===== src/rtl/fss_pkg.sv =====
package fss_pkg;
  localparam int unsigned GEN_STAGES = 7;
  localparam int unsigned BYTE_W     = 8;
  typedef logic [GEN_STAGES-1:0] gen_state_t;
  typedef logic [BYTE_W-1:0]     byte_t;
  localparam gen_state_t GEN_SEED = '1;
endpackage


===== src/rtl/fss_pos_decode.sv =====
module fss_pos_decode #(
  parameter int unsigned ROW_W   = 4,
  parameter int unsigned COL_W   = 9,
  parameter int unsigned OH_COLS = 9
) (
  input  logic [ROW_W-1:0] row,
  input  logic [COL_W-1:0] col,
  output logic             first_row_oh,
  output logic             reload_pt
);
  localparam logic [COL_W-1:0] OH_END = COL_W'(OH_COLS);

  logic top_row;

  always_comb begin
    top_row      = (row == '0);
    first_row_oh = top_row && (col < OH_END);
    reload_pt    = top_row && (col == OH_END);
  end
endmodule


===== src/rtl/fss_keystream.sv =====
module fss_keystream
  import fss_pkg::*;
(
  input  gen_state_t cur_state,
  input  logic       reload,
  output byte_t      key_byte,
  output gen_state_t nxt_state
);
  gen_state_t chain [0:BYTE_W];

  assign chain[0] = reload ? GEN_SEED : cur_state;

  for (genvar b = 0; b < BYTE_W; b++) begin : g_step
    assign key_byte[BYTE_W-1-b] = chain[b][GEN_STAGES-1];
    assign chain[b+1] = {chain[b][GEN_STAGES-2:0],
                         chain[b][GEN_STAGES-1] ^ chain[b][GEN_STAGES-2]};
  end

  assign nxt_state = chain[BYTE_W];
endmodule


===== src/rtl/fss_tx_scrambler.sv =====
module fss_tx_scrambler
  import fss_pkg::*;
#(
  parameter int unsigned ROW_W   = 4,
  parameter int unsigned COL_W   = 9,
  parameter int unsigned OH_COLS = 9
) (
  input  logic             clk,
  input  logic             rst_n,
  input  logic             scr_en,
  input  logic             in_valid,
  input  logic [7:0]       in_data,
  input  logic [ROW_W-1:0] in_row,
  input  logic [COL_W-1:0] in_col,
  output logic             out_valid,
  output logic [7:0]       out_data,
  output logic [ROW_W-1:0] out_row,
  output logic [COL_W-1:0] out_col
);
  localparam logic [COL_W-1:0] OH_END = COL_W'(OH_COLS);

  logic       first_row_oh;
  logic       reload_pt;
  gen_state_t gen_q, gen_d, gen_step;
  byte_t      key_byte;
  logic       gen_ce;
  byte_t      data_d;

  fss_pos_decode #(
    .ROW_W   (ROW_W),
    .COL_W   (COL_W),
    .OH_COLS (OH_COLS)
  ) pos_i (
    .row          (in_row),
    .col          (in_col),
    .first_row_oh (first_row_oh),
    .reload_pt    (reload_pt)
  );

  fss_keystream ks_i (
    .cur_state (gen_q),
    .reload    (reload_pt),
    .key_byte  (key_byte),
    .nxt_state (gen_step)
  );

  always_comb begin
    gen_ce = in_valid && !first_row_oh;
    gen_d  = gen_step;
    if (gen_ce && scr_en) data_d = in_data ^ key_byte;
    else                  data_d = in_data;
  end

  always_ff @(posedge clk or negedge rst_n) begin
    if (!rst_n)      gen_q <= GEN_SEED;
    else if (gen_ce) gen_q <= gen_d;
  end

  always_ff @(posedge clk or negedge rst_n) begin
    if (!rst_n) out_valid <= 1'b0;
    else        out_valid <= in_valid;
  end

  always_ff @(posedge clk or negedge rst_n) begin
    if (!rst_n) begin
      out_data <= '0;
      out_row  <= '0;
      out_col  <= '0;
    end else if (in_valid) begin
      out_data <= data_d;
      out_row  <= in_row;
      out_col  <= in_col;
    end
  end

  // first-row overhead leaves unchanged
  a_r2_oh_clear: assert property (@(posedge clk) disable iff (!rst_n)
    (in_valid && in_row == '0 && in_col < OH_END) |=> (out_data == $past(in_data)));

  // reload point with scrambling on yields data XOR FE
  a_r3_reload_byte: assert property (@(posedge clk) disable iff (!rst_n)
    (in_valid && scr_en && in_row == '0 && in_col == OH_END)
      |=> (out_data == ($past(in_data) ^ 8'hFE)));

  // scrambling off passes data through
  a_r4_bypass: assert property (@(posedge clk) disable iff (!rst_n)
    (in_valid && !scr_en) |=> (out_data == $past(in_data)));

  // strobe and markers delayed one clock
  a_r5_valid_lat: assert property (@(posedge clk) disable iff (!rst_n)
    1'b1 |=> (out_valid == $past(in_valid)));
  a_r5_pos_lat: assert property (@(posedge clk) disable iff (!rst_n)
    in_valid |=> (out_row == $past(in_row) && out_col == $past(in_col)));

  // generator frozen on idle and first-row overhead
  a_r6_hold: assert property (@(posedge clk) disable iff (!rst_n)
    (!in_valid || (in_row == '0 && in_col < OH_END)) |=> $stable(gen_q));

  // generator never locks in the all-zero state
  a_r1_nonzero: assert property (@(posedge clk) disable iff (!rst_n)
    gen_q != '0);
endmodule


===== config.mk =====
export PLATFORM = sky130hd
export DESIGN_NAME = fss_tx_scrambler
export DESIGN_NICKNAME = d
export VERILOG_FILES = /design/src/rtl/fss_pkg.sv /design/src/rtl/fss_pos_decode.sv /design/src/rtl/fss_keystream.sv /design/src/rtl/fss_tx_scrambler.sv
export SDC_FILE = /design/constraint.sdc
export NUM_CORES = 1
export LEC_CHECK = 0
export BUFFER_PORTS_ARGS = -buffer_cell sky130_fd_sc_hd__buf_2
export CAP_MARGIN = 20
export CORE_MARGIN = 10
export CORE_UTILIZATION = 35
export CTS_CLUSTER_DIAMETER = 50
export DETAILED_ROUTE_END_ITERATION = 8
export GPL_TIMING_DRIVEN = 1
export PLACE_DENSITY_LB_ADDON = 0.12
export SKIP_LAST_GASP = 1
export SLEW_MARGIN = 25
export SYNTH_ARGS = -nofsm -noshare
export SYNTH_HDL_FRONTEND = slang
export SYNTH_SLANG_ARGS = --single-unit
export TNS_END_PERCENT = 20

===== constraint.sdc =====
create_clock -name clk -period 1.4 [get_ports clk]
set_input_delay 0.21 -clock clk [delete_from_list [all_inputs] [get_ports clk]]
set_output_delay 0.21 -clock clk [all_outputs]
set_load 0.1 [all_outputs]

==> Word level (Yosys, flattened, before mapping) <==
Index checks and enable logic that the tools add are counted.
{ "word_totals": {"regBits": 29} }
{ "classes": {"n_lt_le_gt_ge": 1, "eq_ne": 1, "muxes": 2, "bitwise": 9, "reduce_logical": 6} }
{ "ops": {"columns": ["cell", "count"], "rows": [
  ["9-bit by 4-bit equality test with 1-bit output (second input constant)", 1],
  ["9-bit by 4-bit less-than comparator with 1-bit output (second input constant)", 1],
  ["8-bit 2-to-1 mux", 1],
  ["1-bit XOR", 8],
  ["8-bit XOR", 1],
  ["7-bit 2-to-1 mux", 1],
  ["1-bit logical AND", 4],
  ["4-bit logical NOT", 1],
  ["1-bit logical NOT", 1]
]} }

==> Depth between registers and ports, before layout <==
Gate-level depths: netlist of run 1.
{ "depth": {"depth_word": 6, "depth_mapped": 6} }

==> Cells and area by module <==
A second synthesis of run 1 with hierarchy kept.
{ "hier_totals": {"cells_unflattened": 118, "area_unflattened_um2": 1457.6} }
{ "modules_own_cells": {"columns": ["module", "instances", "cells_each", "area_per_inst_um2", "seq_area_each_um2"], "rows": [
  ["fss_tx_scrambler", 1, 87, 1231.2, 734.5],
  ["fss_keystream", 1, 24, 157.7, 0.0],
  ["fss_pos_decode", 1, 7, 68.8, 0.0]
]} }

==> Least setup slack after synthesis of run 1 <==
Ideal clock, no wire load.
{ "synth_path": {"path_kind": "input -> register", "start": "input port in_col[5]", "end": "register gen_q[4]", "arrival_ns": 1.478, "required_ns": 1.309, "setup_slack_ns": -0.168, "path_stages": 5, "n_path_buf": 1, "path_cell_list": "or4_4 -> o41ai_4 -> buf_4 -> nand2_1 -> o31ai_1"} }
{ "synth_between": {"elab_chain_len": 4, "elab_cells_between_ends": 8, "cone_classes": "1 x order compare; 1 x eq/ne; 1 x mux; 1 x bitwise; 4 x reduce/logical"} }
{ "synth_lines": {"columns": ["item", "line_no", "rtl"], "rows": [
  ["from (decl)", "fss_tx_scrambler.sv:14", "input logic [COL_W-1:0] in_col,"],
  ["9-bit by 4-bit less-than comparator with 1-bit output / 9-bit by 4-bit equality test with 1-bit output (equally long branches)", "fss_pos_decode.sv:17, fss_pos_decode.sv:18", null],
  ["1-bit logical AND (on tied branches)", "fss_pos_decode.sv:17, fss_pos_decode.sv:18", null],
  ["1-bit logical NOT / 7-bit 2-to-1 mux (equally long branches)", "fss_tx_scrambler.sv:48, fss_keystream.sv:11", null],
  ["1-bit logical AND / 1-bit XOR (equally long branches)", "fss_tx_scrambler.sv:48, fss_keystream.sv:16", null],
  ["to (signal assigned)", "fss_tx_scrambler.sv:56", "else if (gen_ce) gen_q <= gen_d;"],
  ["to (decl)", "fss_tx_scrambler.sv:24", "gen_state_t gen_q, gen_d, gen_step;"]
]} }
Several ways; a longest one is shown, not always the timed one.
A chain may end at the register's enable or synchronous reset.

==> Worst setup path in the final report of run 1 <==
{ "layout_path": {"start": "register gen_q[5]", "end": "register out_data[6]"} }
{ "layout_between": {"elab_chain_len": 3} }
{ "layout_lines": {"columns": ["item", "line_no", "rtl"], "rows": [
  ["7-bit 2-to-1 mux", "fss_keystream.sv:11", "assign chain[0] = reload ? GEN_SEED : cur_state;"],
  ["8-bit XOR", "fss_tx_scrambler.sv:50", "if (gen_ce && scr_en) data_d = in_data ^ key_byte;"],
  ["8-bit 2-to-1 mux", "fss_tx_scrambler.sv:50", null],
  ["to (signal assigned)", "fss_tx_scrambler.sv:70", "out_data <= data_d;"],
  ["to (decl)", "fss_tx_scrambler.sv:16", "output logic [7:0] out_data,"]
]} }
No other way between the ends.

==> results of run 1 <==
registers in the layout, summed over array words and instances (netlist names):
signal	count
gen_q	7
out_valid	1
out_data	8
out_col	9
out_row	4
report_power, final:
| group | total (mW) | leakage, nW | internal (mW) | switching (mW) |
|---|---|---|---|---|
| Combinational | 1.71 | 0.491 | 0.624 | 1.08 |
| Sequential | 1.26 | 0.327 | 1.10 | 0.164 |
| Clock | 0.642 | 0.0395 | 0.352 | 0.290 |
area by class of cell:
cell class                      instances  area, um^2  share of cell area [%]
Clock buffer                            8        80.1                    3.99
Inverter                                1        3.75                   0.187
Multi-Input combinational cell         90         736                    36.7
Sequential cell                        29         734                    36.6
Tap cell                               50        62.6                    3.12
Timing Repair Buffer                   67         390                    19.5
final timing paths:
kind	end	slack (ns)
worst max-delay path	out_data[6]$_DFFE_PN0P_	-0.01
worst min register to register	out_col[8]$_DFFE_PN0P_	0.50
worst min-delay path	out_row[2]$_DFFE_PN0P_	0.19
min in group asynchronous	out_data[3]$_DFFE_PN0P_	0.50
worst max register to register	out_data[6]$_DFFE_PN0P_	-0.01
max in group asynchronous	out_col[0]$_DFFE_PN0P_	0.48
worst max-delay path: stages, from the launching register on:
cell and delay (ns):
dfstp_2 0.55, buf_4 0.13, a41oi_1 0.05, or4_1 0.41
a31oi_1 0.19
cell families after synthesis:
logic type | Yosys count
multiplexers | 13
flip-flops | 29
XOR/XNOR | 8
AND/OR/NAND/NOR | 36
buffers and inverters | 10
AO/OA/AOI/OAI | 33
metrics by stage:
stage | utilization [%] | setup WS (ns)
final | 49.5 | -0.0131
after global routing | 49.5 | -0.117
after CTS | 49.1 | -0.0265
after detailed placement | 46.7 | -0.279
after global placement | 46.7 | -0.313
after floorplan | - | -0.0909
repair_timing:
item | in CTS | in global routing
gates resized for setup | 1 | 2
hold endpoints to repair | 22 | 0
setup endpoints to repair | 3 | 9
hold buffers | 1 | 0
pin swaps | 0 | 1
layout by cell type, fill, tap and decap left out, types with 2 or more instances in the layout:
cell,count
a31oi_1,8
a41oi_1,6
buf_2,46
buf_4,20
clkbuf_1,3
clkbuf_8,5
dfrtp_1,22
dfstp_2,7
mux2_2,13
nand2_1,9
nor2_1,10
nor4_4,2
o31ai_1,13
or4_1,8
xnor2_1,6
routing by layer:
layer,vias to the layer above,global-route usage [%],wire length [um]
met5,-,0,0
met4,0,4.94,47
met3,4,4.68,307
met2,38,16.2,1790
met1,632,12.4,1680
li1,628,-,-
==> results.ini, run 1 <==
[synthesis]
async_flop_share_pct=100
synth_top_family_by_area=compound AO/OA/AOI/OAI gates
synth-compound-area-share_pct=17.8
syn_area_mm2=0.00148
synth_cell_types=29
muxShareOfSynthArea_pct=9.87
synth_fa_ha_area_share_pct=0
yosysTopAreaCell=dfrtp_1
synth_fp_nets=154
synthFlopType=dfrtp_1
ys_seq_elements=29
yosys.area_share.simple_pct=14.8
synth-xor-area-share_pct=4.72
ys_seq_area_share_pct=49.5
synth_cells=129
synth_common_cells=22 x dfrtp_1, 13 x mux2_2, 13 x o31ai_1
synth_most_common_cell=dfrtp_1
ys_warn_count=0
synth_top_area_share_pct=37.1
synth_top_cells_by_area=dfrtp_1 37%, dfstp_2 12%, mux2_2 9.9%, o31ai_1 6.6%, a41oi_1 4.1%
syn_avg_cell_area_um2=11.5
synth_edf_count=0

[place]
dp.cells=236
place_area_mm2=0.00190
gp_congestion=0.761
dp_hpwl_mm=2.93
portBuffers=46

[detailed_routing]
firstDrtPassIters=4
dr_total_vias=1302
wl_per_cell_um=15.6
drt-total-wl_mm=3.83
avgViaCountPerCell=5.31
drtIter0Drc=59
drc=0
ant_nets=0

[sta]
period_needed_ns=1.41
fmax_mhz=708
rsz0062_at_grt=true
setup_tns_ns=-0.0352
slew_viol_final=0
fin_skew_ns=0.00310
setup_slack_ns=-0.0131
slew_headroom_pct=56.2
hold_ws_ns=0.189
final-hold-violation-count=0
worst_slew_pin_slew_ns=0.657
setup_violations=3
timing.final.crit_share_pct=101

[worst_hold_path]
holdPathStages=2
hold_start=in_row[2]
hold_class=input port to flop

[clocking]
cts_buffer_depth=2
h-tree-depth=2
clkLatencyLatePin_ns=0.27
post-cts-setup-buffers=0
cts_tree=built
cts_buffers=5
cts.sink_count=29
path_clk_slew_ns=0.06
cts_root_buf=clkbuf_8

[final_layout]
areaGrowthSynthToFinish_pct=35.2
instances_no_fill=245
diodes=0
drive_above_1_share_pct=51.3
final_nets=219
final_area_mm2=0.00201
fill_cells=387

[status]
status=finished with violations
violations=setup timing

[critical_path]
startpoint=gen_q[5]$_DFFE_PN1P_
cp.required_ns=1.59
critical_path.max_fanout=3
endpoint_kind=flop
reg2reg_from=gen_q[5]$_DFFE_PN1P_
critPathKind=flop to flop
reg2reg_depth=4
start_kind=flop
crit_arrival_ns=1.61

[power_and_ir_drop]
power.total_mw=3.61
vdd_ir_drop_max_v=0.000790
p_leak_nw=0.857
powerDensity_mw_per_mm2=1800

[global_routing]
first_global_vias=1303
antenna_found_initial=0
grt_overflow=0
grt_max_degree=30
grt_pass1_wl_mm=6.33
grt_usage_pct=10.6

[floorplan]
start_util_pct=36.6
rows=23
dieArea_mm2=0.00724
coreArea_mm2=0.00406
io_pins=47
die_w_um=85.1
die_y_um=85.1

[flow_run]
drv_cap=0

Power figures use the tool's default switching activity.
==> run 2, diff against run 1 <==
Settings changed: SETUP_SLACK_MARGIN set to 0.3.
==> results.ini, run 2 (synthesis results as in run 1) <==
[clocking]
path_clk_slew_ns=0.06
cts_tree=built
h-tree-depth=2
cts.sink_count=29
clkLatencyLatePin_ns=0.28
cts_buffers=5
cts_root_buf=clkbuf_8
cts_buffer_depth=2

[power_and_ir_drop]
comb_power_share_pct=46.9
vdd_ir_drop_max_v=0.000816
p_leak_nw=0.885
internal-power_mw=2.16
netSwitchingFraction_pct=41.7
clkPwrFrac_pct=19.0
p_switching_mw=1.55
powerDensity_mw_per_mm2=1800
sequentialPowerShare_pct=34.1
power.total_mw=3.71

[critical_path]
critical_path.top_delay_family=flip-flops
crit_arrival_ns=1.58
cpPeakStageDelay_ns=0.56
ff2ff_setup_slack_ns=0.02
cp.required_ns=1.60
critPathKind=flop to flop
timing.rr.end=out_data[0]$_DFFE_PN0P_
endpoint_kind=flop
start_kind=flop
path_buf_inv=0
reg2reg_from=gen_q[5]$_DFFE_PN1P_
reg2reg_depth=4
critical_path.max_fanout=2
slowest_stage=dfstp_2
crit_chain=xor2_2 > nand3b_1 > or4_1 > o211ai_1

[sta]
slew_viol_final=0
setup_tns_ns=0
slew_headroom_pct=56.8
fmax_mhz=722
setup_violations=0
timing.final.crit_share_pct=98.9
fin_skew_ns=0.00294
worst_slew_pin_slew_ns=0.648
final-hold-violation-count=0
rsz0062_at_grt=true
hold_ws_ns=0.193
period_needed_ns=1.38

[floorplan]
die_w_um=85.1
coreArea_mm2=0.00406
io_pins=47
die_y_um=85.1
start_util_pct=36.6
dieArea_mm2=0.00724
rows=23

[detailed_routing]
top_layer=met4
m1WireLength_mm=1.70
avgViaCountPerCell=5.11
drc=0
drtIter0Drc=44
wl_per_cell_um=15.7
wl_met2_mm=1.83
firstDrtPassIters=4
route.met3.wl_um=312
dr_total_vias=1263
drt-total-wl_mm=3.89
ant_nets=0

[global_routing]
grt_max_degree=30
grt_overflow=0
grt_usage_pct=10.7
antenna_found_initial=0
first_global_vias=1299
grt_pass1_wl_mm=6.37

[final_layout]
regArea_um2=734
areaGrowthSynthToFinish_pct=39.3
multi_input_area_um2=759
drive_above_1_share_pct=53.3
layout_common_cells=46 x buf_2, 22 x dfrtp_1, 19 x buf_4
final_nets=221
largest_reg_flops=9
final_area_mm2=0.00207
fin_util_pct=50.9
diodes=0
top_register=out_col
fill_cells=392
final_common_cell=buf_2
reg_top3=out_col x9, out_data x8, gen_q x7

[place]
place_area_mm2=0.00190
gp_congestion=0.751
dp_hpwl_mm=3.00
portBuffers=46

[flow_run]
drv_cap=0

[status]
status=complete, no violations

[worst_hold_path]
holdPathStages=2
hold_start=in_row[3]
hold_class=input port to flop
whs_endpoint=out_row[3]$_DFFE_PN0P_

## run 2: cell types whose count changed in the layout (fill, tap and decap cells not counted)
cell / delta
buf_6: +3
a41oi_1: -2
buf_4: -1
nor4bb_2: -1
nor4bb_4: +1
clkbuf_1: -1
clkbuf_8: +1
a41oi_2: +2
## run 2: worst max-delay path by stage
stage | from | cells after the start | end | slack [ns]
CTS | gen_q[5]$_DFFE_PN1P_ | 4 | out_data[6]$_DFFE_PN0P_ | 0.009
finish | gen_q[5]$_DFFE_PN1P_ | 4 | out_data[0]$_DFFE_PN0P_ | 0.02
global placement | in_col[1] | 6 | out_data[5]$_DFFE_PN0P_ | -0.28
global route | gen_q[5]$_DFFE_PN1P_ | 4 | out_data[0]$_DFFE_PN0P_ | -0.05
detailed placement | in_col[1] | 6 | out_data[3]$_DFFE_PN0P_ | -0.31
floorplan | in_col[5] | 5 | gen_q[4]$_DFFE_PN1P_ | -0.09
## run 2: layer usage
metal	up-vias	global-route usage (%)
met5	-	0
met4	0	4.04
met3	4	5.16
met2	30	16.7
met1	597	12.5
li1	632	-
## run 2: power groups by stage
stage / Sequential [mW] / Combinational, mW / Clock, mW
floorplan: 1.85 / 0.570 / 0
global placement: 1.27 / 1.66 / 0
detailed placement: 1.27 / 1.68 / 0
CTS: 1.27 / 1.72 / 0.735
global route: 1.30 / 1.86 / 0.782
finish: 1.26 / 1.74 / 0.706
## run 2: metrics by stage
stage | worst slack, ns | std cells
2_1_floorplan | -0.0904 | 129
3_3_place_gp | -0.284 | 236
3_5_place_dp | -0.311 | 236
4_1_cts | 0.00901 | 246
5_1_grt | -0.0488 | 247
6_report | 0.0159 | 247
## run 2: cell type report
| type | instances | share of cell area, % |
|---|---|---|
| tap | 50 | 3.03 |
| sequential | 29 | 35.5 |
| timing repair buffer | 69 | 20.2 |
| inverter | 1 | 0.182 |
| clock buffer | 8 | 4.36 |
| multi-input combinational | 90 | 36.7 |
## run 2: what timing repair did
item,CTS,global route
gates resized for setup,4,4
setup endpoints to repair,37,37
pin swaps,9,3
endpoints found under the hold margin,22,0
hold buffers,1,0
buffers inserted,1,1
